==> config.mk <==
export PLATFORM = sky130hd
export DESIGN_NAME = hdlc_rx_validate
export DESIGN_NICKNAME = d
export VERILOG_FILES = /design/src/rtl/hdlc_rx_pkg.sv /design/src/rtl/hdlc_rx_line.sv /design/src/rtl/hdlc_rx_delay.sv /design/src/rtl/hdlc_rx_crc.sv /design/src/rtl/hdlc_rx_validate.sv
export SDC_FILE = /design/constraint.sdc
export NUM_CORES = 1
export LEC_CHECK = 0
export BUFFER_PORTS_ARGS = -buffer_cell sky130_fd_sc_hd__buf_4
export CORE_MARGIN = 3
export CORE_UTILIZATION = 40
export CTS_BUF_LIST = sky130_fd_sc_hd__clkbuf_8
export DETAILED_ROUTE_END_ITERATION = 10
export PLACE_DENSITY = 0.56
export SETUP_SLACK_MARGIN = 0.15
export SYNTH_ARGS = -nofsm -noshare
export SYNTH_HDL_FRONTEND = slang
export SYNTH_SLANG_ARGS = --single-unit
==> constraint.sdc <==
create_clock -name clk_i -period 4.6 [get_ports clk_i]
set_clock_uncertainty 0.05 [all_clocks]
set_input_delay 0.23 -clock clk_i [delete_from_list [all_inputs] [get_ports clk_i]]
set_output_delay 0.23 -clock clk_i [all_outputs]
set_load 0.02 [all_outputs]
==> src/rtl/hdlc_rx_pkg.sv <==
`timescale 1ns/1ps
package hdlc_rx_pkg;
  localparam logic [7:0]  FLAG_PAT      = 8'h7E;
  localparam int unsigned RUN_W         = 3;
  localparam int unsigned WIN_LEN       = 7;   // flag bits pushed before it is recognised
  localparam int unsigned CRC_W         = 16;
  localparam logic [15:0] CRC_INIT      = 16'hFFFF;
  localparam logic [15:0] CRC_POLY      = 16'h8408;
  localparam logic [15:0] CRC_GOOD      = 16'hF0B8;
  localparam int unsigned MIN_KEEP_BITS = 25;
  localparam int unsigned MIN_GOOD_BITS = 32;
  localparam int unsigned HOLD_BYTES    = 3;
endpackage

==> src/rtl/hdlc_rx_line.sv <==
`timescale 1ns/1ps
module hdlc_rx_line import hdlc_rx_pkg::*; (
  input  logic clk_i,
  input  logic rst_ni,
  input  logic en_i,
  input  logic bit_i,
  input  logic in_frame_i,
  output logic flag_o,
  output logic abort_o,
  output logic drop_o
);
  logic [6:0]       sh_q;
  logic [RUN_W-1:0] run_q;
  localparam logic [RUN_W-1:0] RUN_MAX = '1;

  assign flag_o  = en_i & ({sh_q, bit_i} == FLAG_PAT);
  assign abort_o = en_i & in_frame_i & bit_i & (run_q == RUN_W'(6));
  assign drop_o  = en_i & in_frame_i & ~bit_i & (run_q == RUN_W'(5));

  always_ff @(posedge clk_i or negedge rst_ni) begin
    if (!rst_ni) begin
      sh_q  <= '1;
      run_q <= '0;
    end else if (en_i) begin
      sh_q  <= {sh_q[5:0], bit_i};
      if (!bit_i)               run_q <= '0;
      else if (run_q != RUN_MAX) run_q <= run_q + 1'b1;
    end
  end
endmodule

==> src/rtl/hdlc_rx_delay.sv <==
`timescale 1ns/1ps
module hdlc_rx_delay #(
  parameter int unsigned DEPTH = 7
) (
  input  logic clk_i,
  input  logic rst_ni,
  input  logic clr_i,
  input  logic push_i,
  input  logic bit_i,
  output logic commit_o,
  output logic commit_bit_o
);
  localparam int unsigned LVL_W = $clog2(DEPTH + 1);
  localparam logic [LVL_W-1:0] FULL = LVL_W'(DEPTH);

  logic [DEPTH-1:0] dly_q;
  logic [LVL_W-1:0] lvl_q;

  assign commit_o     = push_i & (lvl_q == FULL);
  assign commit_bit_o = dly_q[DEPTH-1];

  always_ff @(posedge clk_i or negedge rst_ni) begin
    if (!rst_ni) begin
      dly_q <= '0;
      lvl_q <= '0;
    end else if (clr_i) begin
      lvl_q <= '0;
    end else if (push_i) begin
      dly_q <= {dly_q[DEPTH-2:0], bit_i};
      if (lvl_q != FULL) lvl_q <= lvl_q + 1'b1;
    end
  end
endmodule

==> src/rtl/hdlc_rx_crc.sv <==
`timescale 1ns/1ps
module hdlc_rx_crc #(
  parameter int unsigned     W    = 16,
  parameter logic [W-1:0]    POLY = 16'h8408,
  parameter logic [W-1:0]    INIT = 16'hFFFF,
  parameter logic [W-1:0]    GOOD = 16'hF0B8
) (
  input  logic clk_i,
  input  logic rst_ni,
  input  logic init_i,
  input  logic step_i,
  input  logic bit_i,
  output logic ok_o
);
  logic [W-1:0] crc_q, crc_d;

  always_comb begin
    crc_d = {1'b0, crc_q[W-1:1]};
    if (crc_q[0] ^ bit_i) crc_d = crc_d ^ POLY;
  end

  assign ok_o = (crc_q == GOOD);

  always_ff @(posedge clk_i or negedge rst_ni) begin
    if (!rst_ni)     crc_q <= INIT;
    else if (init_i) crc_q <= INIT;
    else if (step_i) crc_q <= crc_d;
  end
endmodule

==> src/rtl/hdlc_rx_validate.sv <==
`timescale 1ns/1ps
module hdlc_rx_validate import hdlc_rx_pkg::*; #(
  parameter int unsigned LEN_W = 16
) (
  input  logic       clk_i,
  input  logic       rst_ni,
  input  logic       bit_i,
  input  logic       bit_valid_i,
  output logic [7:0] byte_o,
  output logic       byte_valid_o,
  output logic       byte_last_o,
  output logic       byte_bad_o
);
  localparam int unsigned      HC_W     = $clog2(HOLD_BYTES + 1);
  localparam logic [LEN_W-1:0] LEN_MAX  = '1;
  localparam logic [LEN_W-1:0] KEEP_LEN = LEN_W'(MIN_KEEP_BITS);
  localparam logic [LEN_W-1:0] GOOD_LEN = LEN_W'(MIN_GOOD_BITS);
  localparam logic [HC_W-1:0]  HC_FULL  = HC_W'(HOLD_BYTES);

  logic             in_frame_q;
  logic             line_flag, line_abort, line_drop;
  logic             push, clr, commit, commit_bit, crc_ok;
  logic [LEN_W-1:0] len_q;
  logic [2:0]       idx_q;
  logic [7:0]       sr_q;
  logic [7:0]       hold_q [HOLD_BYTES];
  logic [HC_W-1:0]  hcnt_q;
  logic             byte_done, emit_mid, emit_end, end_bad;
  logic [7:0]       new_byte;

  hdlc_rx_line u_line (
    .clk_i, .rst_ni,
    .en_i       (bit_valid_i),
    .bit_i,
    .in_frame_i (in_frame_q),
    .flag_o     (line_flag),
    .abort_o    (line_abort),
    .drop_o     (line_drop)
  );

  assign push = bit_valid_i & in_frame_q & ~line_flag & ~line_abort & ~line_drop;
  assign clr  = line_flag | line_abort;

  // flag bits enter the window before the flag is seen; window is flushed on clr
  hdlc_rx_delay #(.DEPTH(WIN_LEN)) u_win (
    .clk_i, .rst_ni,
    .clr_i        (clr),
    .push_i       (push),
    .bit_i,
    .commit_o     (commit),
    .commit_bit_o (commit_bit)
  );

  hdlc_rx_crc #(
    .W(CRC_W), .POLY(CRC_POLY), .INIT(CRC_INIT), .GOOD(CRC_GOOD)
  ) u_crc (
    .clk_i, .rst_ni,
    .init_i (clr),
    .step_i (commit),
    .bit_i  (commit_bit),
    .ok_o   (crc_ok)
  );

  assign byte_done = commit & (idx_q == 3'd7);
  assign new_byte  = {commit_bit, sr_q[7:1]};
  assign emit_mid  = byte_done & (hcnt_q == HC_FULL);
  assign emit_end  = in_frame_q & clr & (len_q >= KEEP_LEN);
  assign end_bad   = line_abort | (len_q < GOOD_LEN) | (len_q[2:0] != 3'd0) | ~crc_ok;

  always_ff @(posedge clk_i or negedge rst_ni) begin
    if (!rst_ni)         in_frame_q <= 1'b0;
    else if (line_flag)  in_frame_q <= 1'b1;
    else if (line_abort) in_frame_q <= 1'b0;
  end

  always_ff @(posedge clk_i or negedge rst_ni) begin
    if (!rst_ni) begin
      len_q  <= '0;
      idx_q  <= '0;
      sr_q   <= '0;
      hcnt_q <= '0;
      for (int i = 0; i < HOLD_BYTES; i++) hold_q[i] <= '0;
    end else if (clr) begin
      len_q  <= '0;
      idx_q  <= '0;
      hcnt_q <= '0;
    end else if (commit) begin
      if (len_q != LEN_MAX) len_q <= len_q + 1'b1;
      idx_q <= idx_q + 1'b1;
      sr_q  <= {commit_bit, sr_q[7:1]};
      if (byte_done) begin
        if (hcnt_q == HC_FULL) begin
          for (int i = 0; i < HOLD_BYTES - 1; i++) hold_q[i] <= hold_q[i+1];
          hold_q[HOLD_BYTES-1] <= new_byte;
        end else begin
          for (int i = 0; i < HOLD_BYTES; i++)
            if (hcnt_q == HC_W'(i)) hold_q[i] <= new_byte;
          hcnt_q <= hcnt_q + 1'b1;
        end
      end
    end
  end

  always_ff @(posedge clk_i or negedge rst_ni) begin
    if (!rst_ni) begin
      byte_o       <= '0;
      byte_valid_o <= 1'b0;
      byte_last_o  <= 1'b0;
      byte_bad_o   <= 1'b0;
    end else begin
      byte_valid_o <= emit_mid | emit_end;
      byte_last_o  <= emit_end;
      byte_bad_o   <= emit_end & end_bad;
      if (emit_mid | emit_end) byte_o <= hold_q[0];
    end
  end
endmodule

# Word-level counts from Yosys, hierarchy flattened
# Index checks and enable logic that the tools add are counted.
# Widths: inputs -> output; s select.
# word_totals
register_bits	101
elab_cells	109
output_inout_bits	11
input_bits	4
# op_classes
order_cmp	2
mux	23
eq_ne	14
addsub	5
n_reduce_logical	20
n_bitwise	28
# op_table
operator	count
$mux 16	6
$mux 24	1
$mux 8	3
$mux 3	7
$reduce_bool 2->1	9
$add 16x1->16 const B	1
$eq 16x16->1 const B	1
$ge 16x5->1 const B	1
$lt 16x6->1 const B	1
$ne 16x16->1 const B	1
$and 1x1->1	15
$eq 3x3->1 const B	4
$reduce_and 4->1	3
$reduce_and 2->1	5
$add 3x1->3 const B	3
$eq 8x7->1 const B	1
$mux 2	4
$ne 3x3->1 const B	2
$not 1->1	6
$or 1x1->1	5
$eq 2x2->1 const B	2
$not 2->3	1
$reduce_and 3->1	1
$reduce_bool 3->1	1
other kinds (7)	8

# Logic depth before layout (Yosys ltp)
# logic_depth
ltp_word	11
mapped_depth	9
ltp_nobuf	7

# Cells and area by module
# From an unflattened synthesis, not the netlist that was laid out.
# hier_totals
hier_cells	414
area_unflattened_um2	4938.5
# modules_own_cells
module	cells_per_inst	seq_area_each_um2	instances	area_each_um2
hdlc_rx_validate	275	1601.5	1	3110.5
hdlc_rx_crc	62	420.4	1	799.5
hdlc_rx_line	45	259.0	1	541.8
hdlc_rx_delay	32	250.2	1	486.7

# Worst setup path before layout
# Ideal clock, no wire load.
# synth_timing
kind	reg2reg
start	register u_win.lvl_q[0]
end	register hold_q[0] (netlist bit)
synth_period_minus_slack_ns	2.176
arrival_ns	1.999
setup_time_ns	0.127
stages_incl_launch_ff	10
required_ns	4.423
slack_ns	2.424
path_buffers	2
cell_sequence	dfrtp_1 > ha_1 > ha_1 > nand3_2 > nand2b_1 > buf_2 > nor3_4 > o211a_1 > buf_4 > mux2_1
# synth_via
elab_chain_cells	4
# synth_rtl
element	line	text
start, declared	hdlc_rx_delay.sv:17	logic [LVL_W-1:0] lvl_q;
start signal, assigned	hdlc_rx_delay.sv:30	if (lvl_q != FULL) lvl_q <= lvl_q + 1'b1;
$eq 3x3->1 *	hdlc_rx_delay.sv:19	assign commit_o = push_i & (lvl_q == FULL);
$and 1x1->1 *	hdlc_rx_delay.sv:19	
$and 1x1->1	hdlc_rx_validate.sv:64	assign byte_done = commit & (idx_q == 3'd7);
$reduce_and 4->1 (no source line) *	n/a	
end signal, assigned by index	hdlc_rx_validate.sv:94	hold_q[HOLD_BYTES-1] <= new_byte;
end signal, assigned by index	hdlc_rx_validate.sv:97	if (hcnt_q == HC_W'(i)) hold_q[i] <= new_byte;
end, declared	hdlc_rx_validate.sv:26	logic [7:0] hold_q [HOLD_BYTES];
# Mark *: on every way between the ends. The rest lies on a longest branch, timed or not.
# A chain may end at the register's enable or synchronous reset.

# Final worst setup path
# layout_timing
start	register u_win.lvl_q[0]
end	register hold_q[8] (netlist bit)
# Same word-level chain as after synthesis.

==> results.toml <==
[logic_synthesis]
synth_top_area_share = 0.4135
synth.distinct_cells = 46
syn_inst = 395
yosysMostFrequentCell = "dfrtp_1"
syn_area_mm2 = 0.004659
synth_edf_count = 0
avgSynthCellArea_um2 = 11.80
synthArstFlopShare = 1.000
syn-num-nets = 414
ys_top_cells_by_area = "dfrtp_1 (41%), dfstp_2 (13%), mux2_2 (8.2%), nand2_1 (4.4%), ha_1 (4.0%)"
ys_ff_latch = 100
synth_ff_type = "dfrtp_1"
synth_area_leader_cell = "dfrtp_1"
synth-seq-area-share = 0.5432
synth_warnings = 0
synth_common_cells = "dfrtp_1 (77), nand2_1 (54), mux2_2 (34), nor2_1 (26), dfstp_2 (23)"

[place]
numPortBuffers = 14
dp_hpwl_um = 5477
place.gp.congestion = 0.7734

[cts]
clk_pin_slew_ns = 0.09
cts_max_level = 3
clk_latency_ns = 0.37
cts_inserted_buffers = 9
cts_setup_buffers = 0
hold_buffers = 1
cts_resized = 0
cts-root-buf = "clkbuf_8"
cts_tree = "built"
clockBufferDepth = 2
clock-sinks = 100

[power_and_ir_drop]
powerDensity_mw_per_mm2 = 318.1
leakage_nw = 2.461
peakVddDrop_mv = 0.2229

[finish]
num-nets-final = 425
area_growth_pct = 9.318
fillerInstances = 1031
utilization = 0.4578
diodes = 0
layout-drive-gt1-share = 0.2482

[sta]
fmax_mhz = 352.0
hold_viol_final = 0
tns_ns = 0
slew_violations = 0
fin_crit_sh = 0.6177
timing.slew.headroom = 0.4087
rsz0062_at_grt = "no"
setup_viol = 0
worst_pin_slew_ns = 0.8836
min_period_ns = 2.841

[grt]
grt_util_all_layers = 0.1387
grt_max_degree = 56
gr-total-overflow = 0
antenna_found_initial = 0
grt_pass1_vias = 2886
grt_pass1_wl_um = 14600

[floorplan]
die_width_um = 113.9
die_y_um = 113.9
core_area_mm2 = 0.01113
fp-row-count = 38
io_pins = 15
die_area_mm2 = 0.01298
start_util = 0.4188

[setup_path]
required_ns = 4.80
path_cells = "ha_1, ha_1, nand3_2, nand2b_1, nor3_4, o211a_1, mux2_1"
crit_path_top_delay_cell = "nor3_4"
cp_max_fo = 17
startpoint_type = "flop"
r2r_slack_ns = 1.76
arrival_ns = 3.04
critPathMaxStageDelay_ns = 0.66
worst_setup_path_end_kind = "flop"
cpMostUsedCell = "ha_1"
crit_type = "flop to flop"

[routing]
via_count = 2886
wl_per_cell_um = 14.63
firstDrtPassIters = 4
drtIter0Drc = 158
wirelength_um = 8059
via_per_inst = 5.238
drc_errors = 0
ant_nets = 0

[min_path]
hold_path.class = "input port to flop"

[job]
maxCapViolations = 0

[run_status]
outcome = "finished, final reports clean"
## worst max-delay path, delay by kind of cell, from the launching register on
family | cells | cell delay, ns
AO/OA/AOI/OAI | 1 | 0.47
flip-flops | 1 | 0.38
multiplexers | 1 | 0.35
AND/OR/NAND/NOR | 3 | 1.09
adder cells (fa/ha/maj) | 2 | 0.38
## layer usage
metal	track usage	up-vias	wire [µm]
met5	0	-	0
li1	-	1406	-
met1	0.2084	1441	4162
met4	0.03721	0	85
met2	0.1971	32	3551
met3	0.03820	7	259
## registers in the layout, indices dropped and copies added, names as in the netlist, 2 cells and up
name          cells
u_win.dly_q       7
hold_q           24
len_q            16
u_win.lvl_q       3
u_line.run_q      3
u_crc.crc_q      16
u_line.sh_q       7
hcnt_q            2
sr_q              7
byte_o            8
idx_q             3
## stage by stage
stage          cells  hold WS, ns  power (mW)  setup WS (ns)  area [µm²]
2_1_floorplan    395      -0.1156       1.024          2.424        4659
3_3_place_gp     534       0.2668       1.058          1.841        4873
3_5_place_dp     534       0.2714       1.062          1.779        4873
4_1_cts          551      0.05988       1.655          1.743        5094
5_1_grt          551      0.07370       1.706          1.526        5094
6_report         551      0.07469       1.620          1.759        5094
## power by group
group	internal, mW	leakage, nW	total [mW]	switching [mW]
combinational	0.0369	1.06	0.0806	0.0436
clock	0.259	0.0948	0.578	0.319
sequential	0.932	1.30	0.962	0.0298
## kinds of logic (layout without fill, tap and decap cells)
family | count (synthesis) | count (layout) | share of synthesized area
AO/OA/AOI/OAI | 48 | 48 | 0.08271
multiplexers | 54 | 54 | 0.1294
flip-flops | 100 | 100 | 0.5432
adder cells (fa/ha/maj) | 15 | 15 | 0.04028
XOR/XNOR | 18 | 18 | 0.03384
buffers and inverters | 29 | 45 | 0.02712
AND/OR/NAND/NOR | 131 | 131 | 0.1434
## layout make-up
type	instances	area (µm²)	share of cell area
sequential	100	2531	0.4969
clock buffer	9	123.9	0.02432
inverter	12	45.04	0.008843
timing repair buffer	17	130.1	0.02555
multi-input combinational	266	2002	0.3930
tap	140	175.2	0.03439
clock inverter	7	86.33	0.01695
## layout by cell type, fill, tap and decap left out, drive strengths merged, types with 2 or more instances in the layout
master     n
clkinvlp   3
dfrtp     77
a211oi     8
nor3       4
ha        15
nor2      27
nand3     10
clkbuf     9
o21ai      8
or2        3
mux2      50
o211a      2
a22o       3
inv       13
dfstp     23
o22a      14
nand2     54
mux2i      4
nor4b      4
xor2       3
a21oi      5
a2bb2oi    2
nand2b     9
nor4       3
clkinv     2
xnor2     15
nand4      8
nand3b     3
buf       16
## path summary, 6_finish.rpt
kind | from | endpoint | cells past startpoint
max | u_win.lvl_q[0]$_DFFE_PN0P_ | hold_q[8]$_DFFE_PN0P_ | 7
min | bit_i | u_line.run_q[2]$_DFFE_PN0P_ | 3
max reg2reg | u_win.lvl_q[0]$_DFFE_PN0P_ | hold_q[8]$_DFFE_PN0P_ | 7
min reg2reg | hold_q[11]$_DFFE_PN0P_ | hold_q[11]$_DFFE_PN0P_ | 1
max in group asynchronous | rst_ni | u_line.sh_q[5]$_DFFE_PN1P_ | 3
min in group asynchronous | rst_ni | byte_valid_o$_DFF_PN0_ | 2
Note: power is estimated with default switching activity, not from simulation.
